**src/rtl/rtx_pkg.sv**
```systemverilog
package rtx_pkg;
  localparam int WORD_W        = 32;
  localparam int N_WORDS       = 4;
  localparam int FRAME_PERIODS = 140;

  // Number of bit periods that carry flag and data bits.
  function automatic int payload_periods(input int n_words, input int word_w);
    return n_words * (word_w + 1);
  endfunction

  // Which word a given bit period belongs to.
  function automatic int slot_word(input int period, input int word_w);
    return period / (word_w + 1);
  endfunction

  // Position inside the word slot: 0 is the flag, 1..word_w are data bits.
  function automatic int slot_pos(input int period, input int word_w);
    return period % (word_w + 1);
  endfunction
endpackage

```
**src/rtl/rtx_timer.sv**
```systemverilog
module rtx_timer #(
  parameter int PERIODS = 140
) (
  input  logic                          clk,
  input  logic                          rst_n,
  input  logic                          start,
  output logic                          busy,
  output logic                          phase,
  output logic [$clog2(PERIODS)-1:0]    period,
  output logic                          accept,
  output logic                          last
);
  localparam int PW = $clog2(PERIODS);
  localparam int CW = $clog2(2 * PERIODS + 1);

  assign last   = busy && phase && (period == PW'(PERIODS - 1));
  assign accept = start && (!busy || last);

  always_ff @(posedge clk or negedge rst_n) begin
    if (!rst_n) begin
      busy   <= 1'b0;
      phase  <= 1'b0;
      period <= '0;
    end else if (accept) begin
      busy   <= 1'b1;
      phase  <= 1'b0;
      period <= '0;
    end else if (last) begin
      busy   <= 1'b0;
      phase  <= 1'b0;
      period <= '0;
    end else if (busy) begin
      phase <= !phase;
      if (phase) period <= period + PW'(1);
    end
  end

  // Cycle counter kept only for the length check.
  logic [CW-1:0] busy_cycles;
  always_ff @(posedge clk or negedge rst_n) begin
    if (!rst_n)      busy_cycles <= '0;
    else if (accept) busy_cycles <= '0;
    else if (busy)   busy_cycles <= busy_cycles + CW'(1);
  end

  p_budget_len_r5: assert property (@(posedge clk) disable iff (!rst_n)
    last |-> busy_cycles == CW'(2 * PERIODS - 1));

  p_ignore_busy_r7: assert property (@(posedge clk) disable iff (!rst_n)
    (busy && start && !last) |=> (busy && !(period == '0 && !phase)));

  p_back_to_back_r8: assert property (@(posedge clk) disable iff (!rst_n)
    (last && start) |=> (busy && period == '0 && !phase));
endmodule

```
**src/rtl/rtx_shadow.sv**
```systemverilog
module rtx_shadow #(
  parameter int N = 4,
  parameter int W = 32
) (
  input  logic             clk,
  input  logic             rst_n,
  input  logic             capture,
  input  logic [N*W-1:0]   words_in,
  input  logic [N-1:0]     valid_in,
  output logic [N*W-1:0]   words_q,
  output logic [N-1:0]     valid_q
);
  always_ff @(posedge clk or negedge rst_n) begin
    if (!rst_n) begin
      words_q <= '0;
      valid_q <= '0;
    end else if (capture) begin
      words_q <= words_in;
      valid_q <= valid_in;
    end
  end

  p_shadow_hold_r6: assert property (@(posedge clk) disable iff (!rst_n)
    !capture |=> ($stable(words_q) && $stable(valid_q)));
endmodule

```
**src/rtl/rtx_bitsel.sv**
```systemverilog
module rtx_bitsel
  import rtx_pkg::*;
#(
  parameter int N       = 4,
  parameter int W       = 32,
  parameter int PERIODS = 140
) (
  input  logic                        clk,
  input  logic                        rst_n,
  input  logic                        busy,
  input  logic                        phase,
  input  logic [$clog2(PERIODS)-1:0]  period,
  input  logic [N*W-1:0]              words_q,
  input  logic [N-1:0]                valid_q,
  output logic                        sdata,
  output logic                        sclk,
  output logic                        fsync
);
  localparam int PAYLOAD = payload_periods(N, W);
  localparam int BIW     = $clog2(N * W);
  localparam int NIW     = (N > 1) ? $clog2(N) : 1;

  logic in_payload;
  int   wi;
  int   pos;
  logic [BIW-1:0] bidx;

  always_comb begin
    in_payload = int'(period) < PAYLOAD;
    wi   = slot_word(int'(period), W);
    pos  = slot_pos(int'(period), W);
    bidx = BIW'(wi * W + pos - 1);
    sdata = 1'b0;
    if (busy && in_payload) begin
      if (pos == 0) sdata = valid_q[NIW'(wi)];
      else          sdata = words_q[bidx];
    end
  end

  assign sclk  = busy && phase;
  assign fsync = busy && (period == '0);

  p_idle_quiet_r1: assert property (@(posedge clk) disable iff (!rst_n)
    !busy |-> (!sdata && !sclk && !fsync));

  p_edge_stable_r3: assert property (@(posedge clk) disable iff (!rst_n)
    $rose(sclk) |-> $stable(sdata));

  p_tail_low_r5: assert property (@(posedge clk) disable iff (!rst_n)
    (busy && !in_payload) |-> !sdata);

  p_fsync_first_r2: assert property (@(posedge clk) disable iff (!rst_n)
    $rose(busy) |-> fsync);
endmodule

```
**src/rtl/rt_burst_serializer.sv**
```systemverilog
module rt_burst_serializer
  import rtx_pkg::*;
#(
  parameter int N_W     = N_WORDS,
  parameter int W_W     = WORD_W,
  parameter int PERIODS = FRAME_PERIODS
) (
  input  logic                 clk_2x,
  input  logic                 rst_n,
  input  logic                 start,
  input  logic [N_W*W_W-1:0]   words_in,
  input  logic [N_W-1:0]       valid_in,
  output logic                 sdata,
  output logic                 sclk,
  output logic                 fsync,
  output logic                 busy
);
  localparam int PW = $clog2(PERIODS);

  logic            phase;
  logic [PW-1:0]   period;
  logic            accept;
  logic            last;
  logic [N_W*W_W-1:0] words_q;
  logic [N_W-1:0]     valid_q;

  rtx_timer #(.PERIODS(PERIODS)) u_timer (
    .clk    (clk_2x),
    .rst_n  (rst_n),
    .start  (start),
    .busy   (busy),
    .phase  (phase),
    .period (period),
    .accept (accept),
    .last   (last)
  );

  rtx_shadow #(.N(N_W), .W(W_W)) u_shadow (
    .clk      (clk_2x),
    .rst_n    (rst_n),
    .capture  (accept),
    .words_in (words_in),
    .valid_in (valid_in),
    .words_q  (words_q),
    .valid_q  (valid_q)
  );

  rtx_bitsel #(.N(N_W), .W(W_W), .PERIODS(PERIODS)) u_bitsel (
    .clk     (clk_2x),
    .rst_n   (rst_n),
    .busy    (busy),
    .phase   (phase),
    .period  (period),
    .words_q (words_q),
    .valid_q (valid_q),
    .sdata   (sdata),
    .sclk    (sclk),
    .fsync   (fsync)
  );

  p_accept_busy_r2: assert property (@(posedge clk_2x) disable iff (!rst_n)
    accept |=> busy);
endmodule

```
**config.mk**
```make
export PLATFORM = sky130hd
export DESIGN_NAME = rt_burst_serializer
export DESIGN_NICKNAME = d
export VERILOG_FILES = /design/src/rtl/rtx_pkg.sv /design/src/rtl/rtx_timer.sv /design/src/rtl/rtx_shadow.sv /design/src/rtl/rtx_bitsel.sv /design/src/rtl/rt_burst_serializer.sv
export SDC_FILE = /design/constraint.sdc
export NUM_CORES = 1
export LEC_CHECK = 0
export BUFFER_PORTS_ARGS = -buffer_cell sky130_fd_sc_hd__buf_2
export CAP_MARGIN = 20
export CORE_UTILIZATION = 62
export DETAILED_ROUTE_END_ITERATION = 6
export MAX_ROUTING_LAYER = met4
export PLACE_DENSITY_LB_ADDON = 0.05
export SYNTH_ARGS = -nofsm -noshare
export SYNTH_HDL_FRONTEND = slang
export SYNTH_HIERARCHICAL = 1
export SYNTH_SLANG_ARGS = --single-unit
```
**constraint.sdc**
```tcl
create_clock -name clk_2x -period 9.8 [get_ports clk_2x]
set_input_delay 0 -clock clk_2x [delete_from_list [all_inputs] [get_ports clk_2x]]
set_output_delay 0 -clock clk_2x [all_outputs]
set_load 0.02 [all_outputs]
```
# ---- Yosys cells after proc, flatten, opt, wreduce, memory -nomap -nowiden
# Cells that the tools add are included.
dict set report totals {
  output_inout_bits 4
  mem_count 0
  rom_bits 0
  elab_cells 44
  ram_bits 0
  latch_bits 0
  input_bits 135
  register_bits 142
}
dict set report op_classes {
  bitwise_logic 0
  n_div 2
  mux 16
  reduce_logical 14
  eq_ne 1
  multipliers 0
  n_lt_le_gt_ge 3
  addsub 3
  shifts 0
}
# op n
set op_table {}
lappend op_table {{divider 9 x 7 -> 32 bit, second input constant} 1}
lappend op_table {{logical NOT 32 bit} 1}
lappend op_table {{modulo 9 x 7 -> 32 bit, second input constant} 1}
lappend op_table {{2-to-1 mux 8 bit} 4}
lappend op_table {{2-to-1 mux 1 bit} 10}
lappend op_table {{adder 8 x 1 -> 8 bit, second input constant} 1}
lappend op_table {{== test 8 bit, second input constant} 1}
lappend op_table {{logical NOT 8 bit} 1}
lappend op_table {{< comparator 7 x 8 -> 1 bit, second input constant} 1}
lappend op_table {{< comparator 8 bit, second input constant} 1}
lappend op_table {{adder 7 bit} 1}
lappend op_table {{binary-select mux 1 bit (select 7 bit)} 1}
lappend op_table {{subtractor 7 x 2 -> 7 bit, second input constant} 1}
lappend op_table {{nonzero test 3 bit} 2}
lappend op_table {{logical AND 1 bit} 5}
lappend op_table {{< comparator 2 x 4 -> 1 bit, second input constant} 1}
lappend op_table {{binary-select mux 1 bit (select 2 bit)} 1}
lappend op_table {{logical NOT 1 bit} 2}
lappend op_table {{AND reduction 2 bit} 1}
lappend op_table {{nonzero test 2 bit} 1}
lappend op_table {{logical OR 1 bit} 1}

# ---- Longest topological paths before layout
# Gate-level depths: netlist (run 1).
dict set report logic_depth {
  word_depth 7
  mapped_depth 30
}

# ---- Modules after synthesis
# The synthesis (run 1) kept the hierarchy.
# mod seq_area_each_um2 n_inst cells_each area_per_inst_um2
set modules_own_cells {}
lappend modules_own_cells {rtx_shadow 3303.2 1 279 5231.3}
lappend modules_own_cells {rtx_bitsel 0.0 1 310 2642.5}
lappend modules_own_cells {rtx_timer 250.2 1 61 589.3}

# ---- Worst setup path before layout (run 1)
# No wires, ideal clock.
dict set report synth_timing {
  path_kind {register to output}
  startpoint {register u_timer.period[3]}
  endpoint {output port sdata}
  setup_slack_ns 3.051
  t_arrival_ns 6.749
  stages_incl_launch_ff 27
  path_buffers 6
  t_required_ns 9.800
  cell_sequence {dfrtp_1 -> buf_2 -> nor3_2 -> buf_2 -> nand2b_1 -> a21oi_1 -> ha_1 -> nor2_1 -> o2111a_1 -> o211a_2 -> buf_6 -> xnor2_1 -> ha_1 -> a211o_1 -> a211oi_4 -> mux2_2 -> nand2_2 -> buf_2 -> ha_1 -> clkbuf_1 -> buf_1 -> inv_1 -> a211o_1 -> a21oi_1 -> a21oi_1 -> or4_1 -> a221oi_2}
}
dict set report synth_between {
  elab_chain_len 7
}
# item line_no
set synth_rtl {}
lappend synth_rtl {{from (decl)} rtx_timer.sv:9} ;# output logic [$clog2(PERIODS)-1:0] period,
lappend synth_rtl {{from (signal assigned)} rtx_timer.sv:34} ;# if (phase) period <= period + PW'(1);
lappend synth_rtl {{modulo 9 x 7 -> 32 bit / divider 9 x 7 -> 32 bit (equally long branches)} {rtx_pkg.sv:18, rtx_pkg.sv:13}}
lappend synth_rtl {{adder 7 bit} rtx_bitsel.sv:32} ;# bidx = BIW'(wi * W + pos - 1);
lappend synth_rtl {{subtractor 7 x 2 -> 7 bit} rtx_bitsel.sv:32}
lappend synth_rtl {{binary-select mux 1 bit (select 7 bit)} rtx_bitsel.sv:36} ;# else sdata = words_q[bidx];
lappend synth_rtl {{2-to-1 mux 1 bit (not written as such)} rtx_bitsel.sv:36}
lappend synth_rtl {{2-to-1 mux 1 bit} rtx_bitsel.sv:35} ;# if (pos == 0) sdata = valid_q[NIW'(wi)];
lappend synth_rtl {{2-to-1 mux 1 bit (*)} rtx_bitsel.sv:34} ;# if (busy && in_payload) begin
lappend synth_rtl {{to (decl)} rt_burst_serializer.sv:13} ;# output logic sdata,
# Mark *: on every way between the ends. The rest lies on a longest branch, timed or not. The select of a mux whose other input is x is not followed.

# ---- Worst setup path in the final report (run 1)
# Ends and elaborated chain as after synthesis.

==> results of run 1 <==
## worst max-delay path by stage
stage	from	endpoint	slack, ps	cells after the start
2_1_floorplan	u_timer/period[3]	sdata	3050	26
3_3_place_gp	u_timer/period[3]	sdata	2200	22
3_5_place_dp	u_timer/period[3]	sdata	1980	23
4_1_cts	u_timer/period[3]	sdata	1520	22
5_1_grt	u_timer/period[3]	sdata	860	23
6_report	u_timer/period[3]	sdata	1230	23
## registers in the layout, summed over array words and instances, names as in the netlist
register / flops
u_timer/busy: 1
u_shadow/words_q: 128
u_timer/phase: 1
u_shadow/valid_q: 4
u_timer/period: 8
## layer usage
metal,vias up,part of all wire [%]
met4,0,3.9
met3,91,6.2
met2,377,51
met1,3426,39
li1,2977,-
met5,-,0
## cell type report
type / instances / area [um2]
tap: 176 / 220
inverter: 14 / 52.6
multi-input combinational: 454 / 4580
sequential: 142 / 3550
fill: 647 / 2220
clock inverter: 11 / 133
clock buffer: 21 / 460
timing repair buffer: 277 / 2080
## worst max-delay path, cell delays in order, from the launching register on
cell	delay, ps
dfrtp_1	530
nor3_2	680
nand2_1	230
ha_1	380
a221oi_1	500
o211a_2	460
xnor2_1	170
ha_1	220
a211o_1	320
a211oi_4	330
mux2_2	410
nand2_2	540
ha_1	340
ha_1	800
buf_4	390
mux4_2	360
nor4b_1	410
mux2i_1	160
o2111a_1	180
a22oi_1	220
a31oi_1	110
o31ai_1	100
a221oi_2	90
buf_2	200
## power by group
| group | switching [mW] | leakage (nW) | total (mW) | internal [mW] |
|---|---|---|---|---|
| Combinational | 1.15 | 2.89 | 2.08 | 0.940 |
| Sequential | 0.0934 | 1.76 | 0.754 | 0.661 |
| Clock | 0.270 | 0.290 | 0.663 | 0.392 |
| Total | 1.51 | 4.93 | 3.50 | 1.99 |
## through the flow
step	power (mW)	worst slack, ps	area [um2]	hold slack, ps
after global routing	3.64	863	11100	231
after floorplan	2.25	3050	8460	-296
after detailed placement	2.67	1980	9140	94.2
final	3.50	1230	11100	160
after global placement	2.62	2200	9140	79.9
after CTS	3.38	1520	11100	216
==> metrics.yaml, run 1 <==
status: "complete, no violations"
p_leak_nw: 4.93
cts_sinks: 142
tightest_slew_ps: 1090
reg2reg_setup_slack_ps: 5600
area_growth_pct: 30.9
hold_buffers: 134
antenna_cells: 0
final_nets: 1052
crit_fanout: 21
r2r_end: "u_shadow/words_q[22]"
dr.pass1.iters: 5
final_common_cell: "dfrtp_1"
cp.required_ps: 9800
portBuffers: 138
grt_max_degree: 81
grt_pass1_wl_um: 39800
syn_inst: 649
p_per_area_nw_per_um2: 316
place_inst: 929
met2_usage_pct: 64.5
end_kind: "output pin"
path_class: "flop to output pin"
arrival_ps: 8570
yosys_warnings: 6
htree_levels: 4
cts_tree: "done"
fmax_ghz: 0.117
antenna_left: 0
viasPerCell: 6.27
grt_pass1_vias: 7197
clkLatencyLatePin_ps: 430
ctsLongestPathBuffers: 2
hold_viol: 0
fin_util_pct: 83.3
syn_area_um2: 8460
dp_hpwl_um: 13400
max_slew_margin_pct: 27.4
route.detailed.drc: 0
die_h_um: 119
routed_wl_um: 25400
maxCapViolations: 0
met1_usage_pct: 45.2
syn_nets: 795
finalCritPeriodShare_pct: 87.5
rsz0062_at_grt: "no"
min_period_ps: 8570
timing.rr.start: "u_timer/period[1]"
cts_setup_buffers: 0
die_area_um2: 14100
final_cell_mix: "142 x dfrtp_1, 137 x buf_2, 134 x dlygate4sd3_1"
cts.reportedPaths.clkPinSlew_ps: 60
cp-start-kind: "flop"
row_count: 42
cts_buffers: 17
drive_gt1_share_pct: 39.4
globalRouteTotalUtil_pct: 38.5
layoutNonFillerInstCount: 1095
grt-ovfl-total: 0
min_path_type: "primary input to asynchronous set/reset pin"
grt_use_met3_pct: 7.95
clock-skew-final_ps: 10.2
wl_per_cell_um: 23.2
gp_routability_congestion: 0.850
r2r_cells: 7
drt_iter0_markers: 701
synth_area_per_cell_um2: 13.0
core_region_area_um2: 13300
setup_violations: 0
die_w_um: 119
drv_slew: 0
vias: 6871
ir_drop_uv: 241
grt.busiest_layer: "met2"
cts_root_buffer: "clkbuf_16"
cts.repair.resized: 0
tns_ps: 0
pin_count: 139
antenna_found_initial: 0
start_util_pct: 63.6
Power figures use the tool's default switching activity.
==> run 2, diff against run 1 <==
- CORE_ASPECT_RATIO: not set -> 1.4
- GPL_ROUTABILITY_DRIVEN: not set -> 0
- RECOVER_POWER: not set -> 100
==> run 2 against run 1 <==
The run now ends with capacitance limit, slew limit left. Cell count grew 0.55%. Maximum frequency increased by 1.2%. Core utilization shrank 2.7 points. Combinational power decreased by 5%. Routed wire length decreased by 9.3%. Clock skew rose by 2.3 ps. Critical path depth grew 1. Sequential share of layout area grew 0.99 points. Register-to-register slack got worse by 3700 ps. Hold slack improved by 170 ps. Via count decreased by 3.7%. Power decreased by 3.7%. Critical endpoint unchanged. Highest routed layer unchanged.
==> metrics.yaml, run 2 (synthesis results as in run 1) <==
p_per_area_nw_per_um2: 314
cp-start-kind: "flop"
start_util_pct: 63.5
cts_setup_buffers: 0
antenna_cells: 0
final_nets: 1052
grt_pass1_wl_um: 37200
row_count: 50
path_class: "flop to output pin"
drive_gt1_share_pct: 30.1
ir_drop_uv: 235
min_path_type: "primary input to flop"
portBuffers: 138
finalCritPeriodShare_pct: 86.5
die_w_um: 101
reg_top3: "u_shadow/words_q (128), u_timer/period (8), u_shadow/valid_q (4)"
cts_tree: "done"
die_h_um: 140
cts.reportedPaths.clkPinSlew_ps: 70
cts_sinks: 142
crit_top_cell: "ha_1"
drv_slew: 272
crit_fanout: 18
tns_ps: 0
tightest_slew_ps: 7210
rsz0062_at_grt: "no"
end_kind: "output pin"
reg2reg_setup_slack_ps: 1930
slowest_stage: "nor3_2"
globalRouteTotalUtil_pct: 36.0
dp_hpwl_um: 12900
max_stage_delay_ps: 690
htree_levels: 4
violations: "capacitance limit, slew limit"
core_region_area_um2: 13300
clkLatencyLatePin_ps: 430
wl_per_cell_um: 20.9
pin_count: 139
place_inst: 934
arrival_ps: 8470
setup_violations: 0
antenna_left: 0
antenna_found_initial: 0
critPathTopFamily: "simple AND/OR/NAND/NOR gates"
drt_iter0_markers: 488
die_area_um2: 14100
dr.pass1.iters: 5
hold_viol: 0
route.detailed.drc: 0
regMostFlops: "u_shadow/words_q"
largest_register_ffs: 128
fmax_ghz: 0.118
maxCapViolations: 3
max_slew_margin_pct: -381
ctsLongestPathBuffers: 2
viasPerCell: 6.01
grt_pass1_vias: 7101
grt-ovfl-total: 0
cts_buffers: 17
fillCellCount: 798
critical_path_buf_inv_count: 1
cp_cell_sequence: "nor3_2 -> nand2b_1 -> a21oi_1 -> ha_1 -> nor2_1 -> o2111a_1 -> o211a_2 -> xnor2_1 -> ha_1 -> a211o_1 -> a211oi_4 -> mux2_2 -> nand2_2 -> ha_1 -> ha_1 -> a21bo_2 -> and4b_1 -> nor4_4 -> o221ai_1 -> a21oi_1 -> a21oi_1 -> or4_1 -> a221oi_2 -> buf_2"
final_common_cell: "dfrtp_1"
cts_root_buffer: "clkbuf_16"
min_period_ps: 8470
area_growth_pct: 27.0
seqCellArea_um2: 3550
clock-skew-final_ps: 12.5
status: "finished, violations left"
routed_wl_um: 23000
cts.repair.resized: 0
layoutNonFillerInstCount: 1101
grt_max_degree: 133
p_leak_nw: 4.75
final_cell_mix: "142 x dfrtp_1, 136 x buf_2, 134 x dlygate4sd3_1"
hold_buffers: 134
multi_input_area_um2: 4270
vias: 6618
cp.required_ps: 9800
-- run 2: final cells by class --
| type | instances | area share [%] |
|---|---|---|
| Inverter | 14 | 0.489 |
| Clock inverter | 15 | 1.42 |
| Tap cell | 182 | 2.12 |
| Clock buffer | 17 | 3.96 |
| Sequential cell | 142 | 33.1 |
| Multi-Input combinational cell | 454 | 39.8 |
| Timing Repair Buffer | 277 | 19.1 |
-- run 2: report_power, final --
group	leakage, nW	switching (mW)	internal, mW
Combinational	2.71	1.07	0.909
Sequential	1.76	0.0884	0.661
Clock	0.277	0.287	0.358
Total	4.75	1.44	1.93
-- run 2: layer usage --
layer	wire length, um	GRT usage (%)
met1	8630	41.5
met2	12600	61.9
met3	1010	6.24
met4	760	14.3
met5	0	-
-- run 2: path summary, 6_finish.rpt --
kind / startpoint / to / cells after the start
max in group asynchronous: rst_n / u_shadow/words_q[68] / 4
max: u_timer/period[3] / sdata / 24
min reg2reg: u_shadow/words_q[92] / u_shadow/words_q[92] / 1
min: words_in[92] / u_shadow/words_q[92] / 3
max reg2reg: u_timer/period[1] / u_shadow/words_q[45] / 6
min in group asynchronous: rst_n / u_timer/period[7] / 2
-- run 2: per-stage QoR --
step / cell area [um2] / worst slack [ps] / total power [mW] / utilization, % / hold slack (ps)
6_report: 10700 / 1330 / 3.37 / 80.6 / 330
3_3_place_gp: 9150 / 2250 / 2.61 / 68.7 / -1.87
3_5_place_dp: 9150 / 2000 / 2.65 / 68.7 / 3.62
5_1_grt: 10700 / 839 / 3.56 / 80.6 / 338
2_1_floorplan: 8460 / 3050 / 2.25 / - / -296
4_1_cts: 11100 / 1490 / 3.35 / 83.1 / 126
-- run 2: worst reg2reg max path, delay by kind of cell, from the launching register on --
family,cells,cell delay [ps]
buffers and inverters,1,5000
adder cells (fa/ha/maj),1,290
AND/OR/NAND/NOR,2,680
AO/OA/AOI/OAI,1,170
multiplexers,1,1000
flip-flops,1,640
==> run 3, diff against run 2 <==
- ABC_AREA: not set -> 1
==> run 3 against run 2 <==
The run ends with DRC, capacitance limit, slew limit left. Hold slack worse by 18 ps. Maximum frequency rose by 7.9%. Routed wire length up 14%. Combinational power is 96% lower. Sequential share of layout area up 0.19 points. Cell area decreased by 0.58%. Sequential cell count is the same. Core utilization rose by 2.3 points. Critical path depth rose by 6. Clock skew is 0.58 ps higher. Critical endpoint unchanged. Largest cell class unchanged.
==> metrics.yaml, run 3 <==
drive_gt1_share_pct: 15.0
cts.repair.resized: 0
end_kind: "output pin"
violations: "DRC, capacitance limit, slew limit"
syn_area_um2: 8240
synth-seq-cells: 142
place_inst: 1415
grt_max_degree: 117
final_cell_mix: "630 x nand2_1, 157 x nand3_1, 142 x dfrtp_1"
portBuffers: 138
hold_viol: 0
reg_top3: "u_shadow/words_q (128), u_timer/period (8), u_shadow/valid_q (4)"
final_common_cell: "nand2_1"
grt_pass1_vias: 9056
rsz0062_at_grt: "no"
largest_register_ffs: 128
area_growth_pct: 29.6
dr.pass1.iters: 7
syn_inst: 1174
layoutNonFillerInstCount: 1586
p_per_area_nw_per_um2: 123
syn_nets: 1320
yosysMostFrequentCell: "nand2_1"
ir_drop_uv: 104
dp_hpwl_um: 14200
die_h_um: 138
max_stage_delay_ps: 1140
vias: 9044
crit_fanout: 62
antenna_found_initial: 3
drt_iter0_markers: 834
total_power_mw: 1.31
regMostFlops: "u_shadow/words_q"
synth-main-ff-cell: "dfrtp_1"
fmax_ghz: 0.127
seq_area_frac_synth_pct: 43.1
cts_tree: "done"
yosys_warnings: 6
row_count: 49
min_path_type: "primary input to flop"
cts_sinks: 142
ctsLongestPathBuffers: 2
clkLatencyLatePin_ps: 430
maxCapViolations: 4
start_util_pct: 64.0
grt-ovfl-total: 0
cts_root_buffer: "clkbuf_16"
yosys.area.top_type: "dfrtp_1"
pin_count: 139
drv_slew: 255
grt_pass1_wl_um: 42400
fin_util_pct: 82.9
clock-skew-final_ps: 13.1
min_period_ps: 7850
routed_wl_um: 26100
wl_per_cell_um: 16.5
async_flop_share_pct: 100
path_class: "flop to output pin"
finalCritPeriodShare_pct: 80.1
cp.required_ps: 9800
viasPerCell: 5.70
tightest_slew_ps: 4630
synth_cell_types: 38
drt-met1-wl_um: 9460
synth_area_per_cell_um2: 7.02
fillCellCount: 805
yosysTopAreaCellShare_pct: 43.1
cp-start-kind: "flop"
setup_violations: 0
tns_ps: 0
slowest_stage: "nand2_1"
cts.reportedPaths.clkPinSlew_ps: 70
core_region_area_um2: 12900
met3WireLength_um: 1720
antenna_left: 0
dpl_worst_slack_ps: 3710
final_nets: 1562
globalRouteTotalUtil_pct: 40.6
crit_top_cell: "nand3_1"
status: "finished, violations left"
arrival_ps: 7850
met2_length_um: 13400
top_layer_used: "met4"
synthTopCellsByArea: "dfrtp_1 43%, nand2_1 29%, nand3_1 9.5%"
synth_edf_count: 0
cts_buffers: 17
max_slew_margin_pct: -209
die_w_um: 99.4
yosys-top-cells-count: "628 x nand2_1, 156 x nand3_1, 142 x dfrtp_1, 48 x inv_1, 37 x nor2_1"
fin_ws_ps: 1950
p_leak_nw: 5.78
route.detailed.drc: 1
htree_levels: 4
die_area_um2: 13800
[run 3: metrics by stage]
step,hold WS [ps],cell area [um2]
after CTS,246,10700
after floorplan,-296,8240
after detailed placement,114,8750
after global routing,318,10700
final,312,10700
after global placement,117,8750
[run 3: kinds of logic (layout without fill, tap and decap cells)]
group           count (synthesis)  in the layout  synth area share [%]
fa+ha+maj                      11             11                  1.67
compound gates                 22             22                  1.73
buf+inv                       114            369                  7.79
simple gates                  875            875                  44.6
xor+xnor                       10             10                  1.06
other cells                     0              4                     0
flops                         142            142                  43.1
[run 3: cell type report]
cell class,instances,area (um2),area share (%)
clock buffer,18,439,4.11
inverter,59,226,2.12
clock inverter,14,148,1.38
sequential,142,3550,33.3
antenna,4,10.0,0.0937
timing repair buffer,278,2090,19.5
tap,153,191,1.79
multi-input combinational,918,4020,37.7
[run 3: critical path, delay by kind of cell, from the launching register on]
kind                     cells  cell delay [ps]
XOR/XNOR                     1              260
adder cells (fa/ha/maj)      4             2150
buffers and inverters        4              720
flip-flops                   1              480
AND/OR/NAND/NOR             21             3770
[run 3: final timing paths]
path / slack (ps) / endpoint / start / cells after the start
max: 1950 / sdata / u_timer/period[5] / 30
min: 310 / u_shadow/words_q[38] / words_in[38] / 4
max reg2reg: 4800 / u_shadow/words_q[126] / u_timer/period[0] / 12
min reg2reg: 470 / u_shadow/words_q[8] / u_shadow/words_q[8] / 2
max in group asynchronous: 3630 / u_shadow/words_q[64] / rst_n / 3
min in group asynchronous: 1760 / u_timer/busy / rst_n / 2
[run 3: per-layer routing]
metal / GRT usage [%] / vias to the layer above
li1: - / 4161
met4: 24.2 / 0
met5: - / -
met2: 68.5 / 537
met1: 44.5 / 4191
met3: 7.03 / 155
[run 3: power breakdown]
part | switching [mW] | internal [mW]
Clock | 0.299 | 0.346
Combinational | 0.0294 | 0.0534
Sequential | 0 | 0.586
[run 3: what timing repair did]
| action | CTS | global route |
|---|---|---|
| hold buffers | 134 | 0 |
| hold endpoints to repair | 221 | 0 |
| buffers inserted | 0 | 0 |
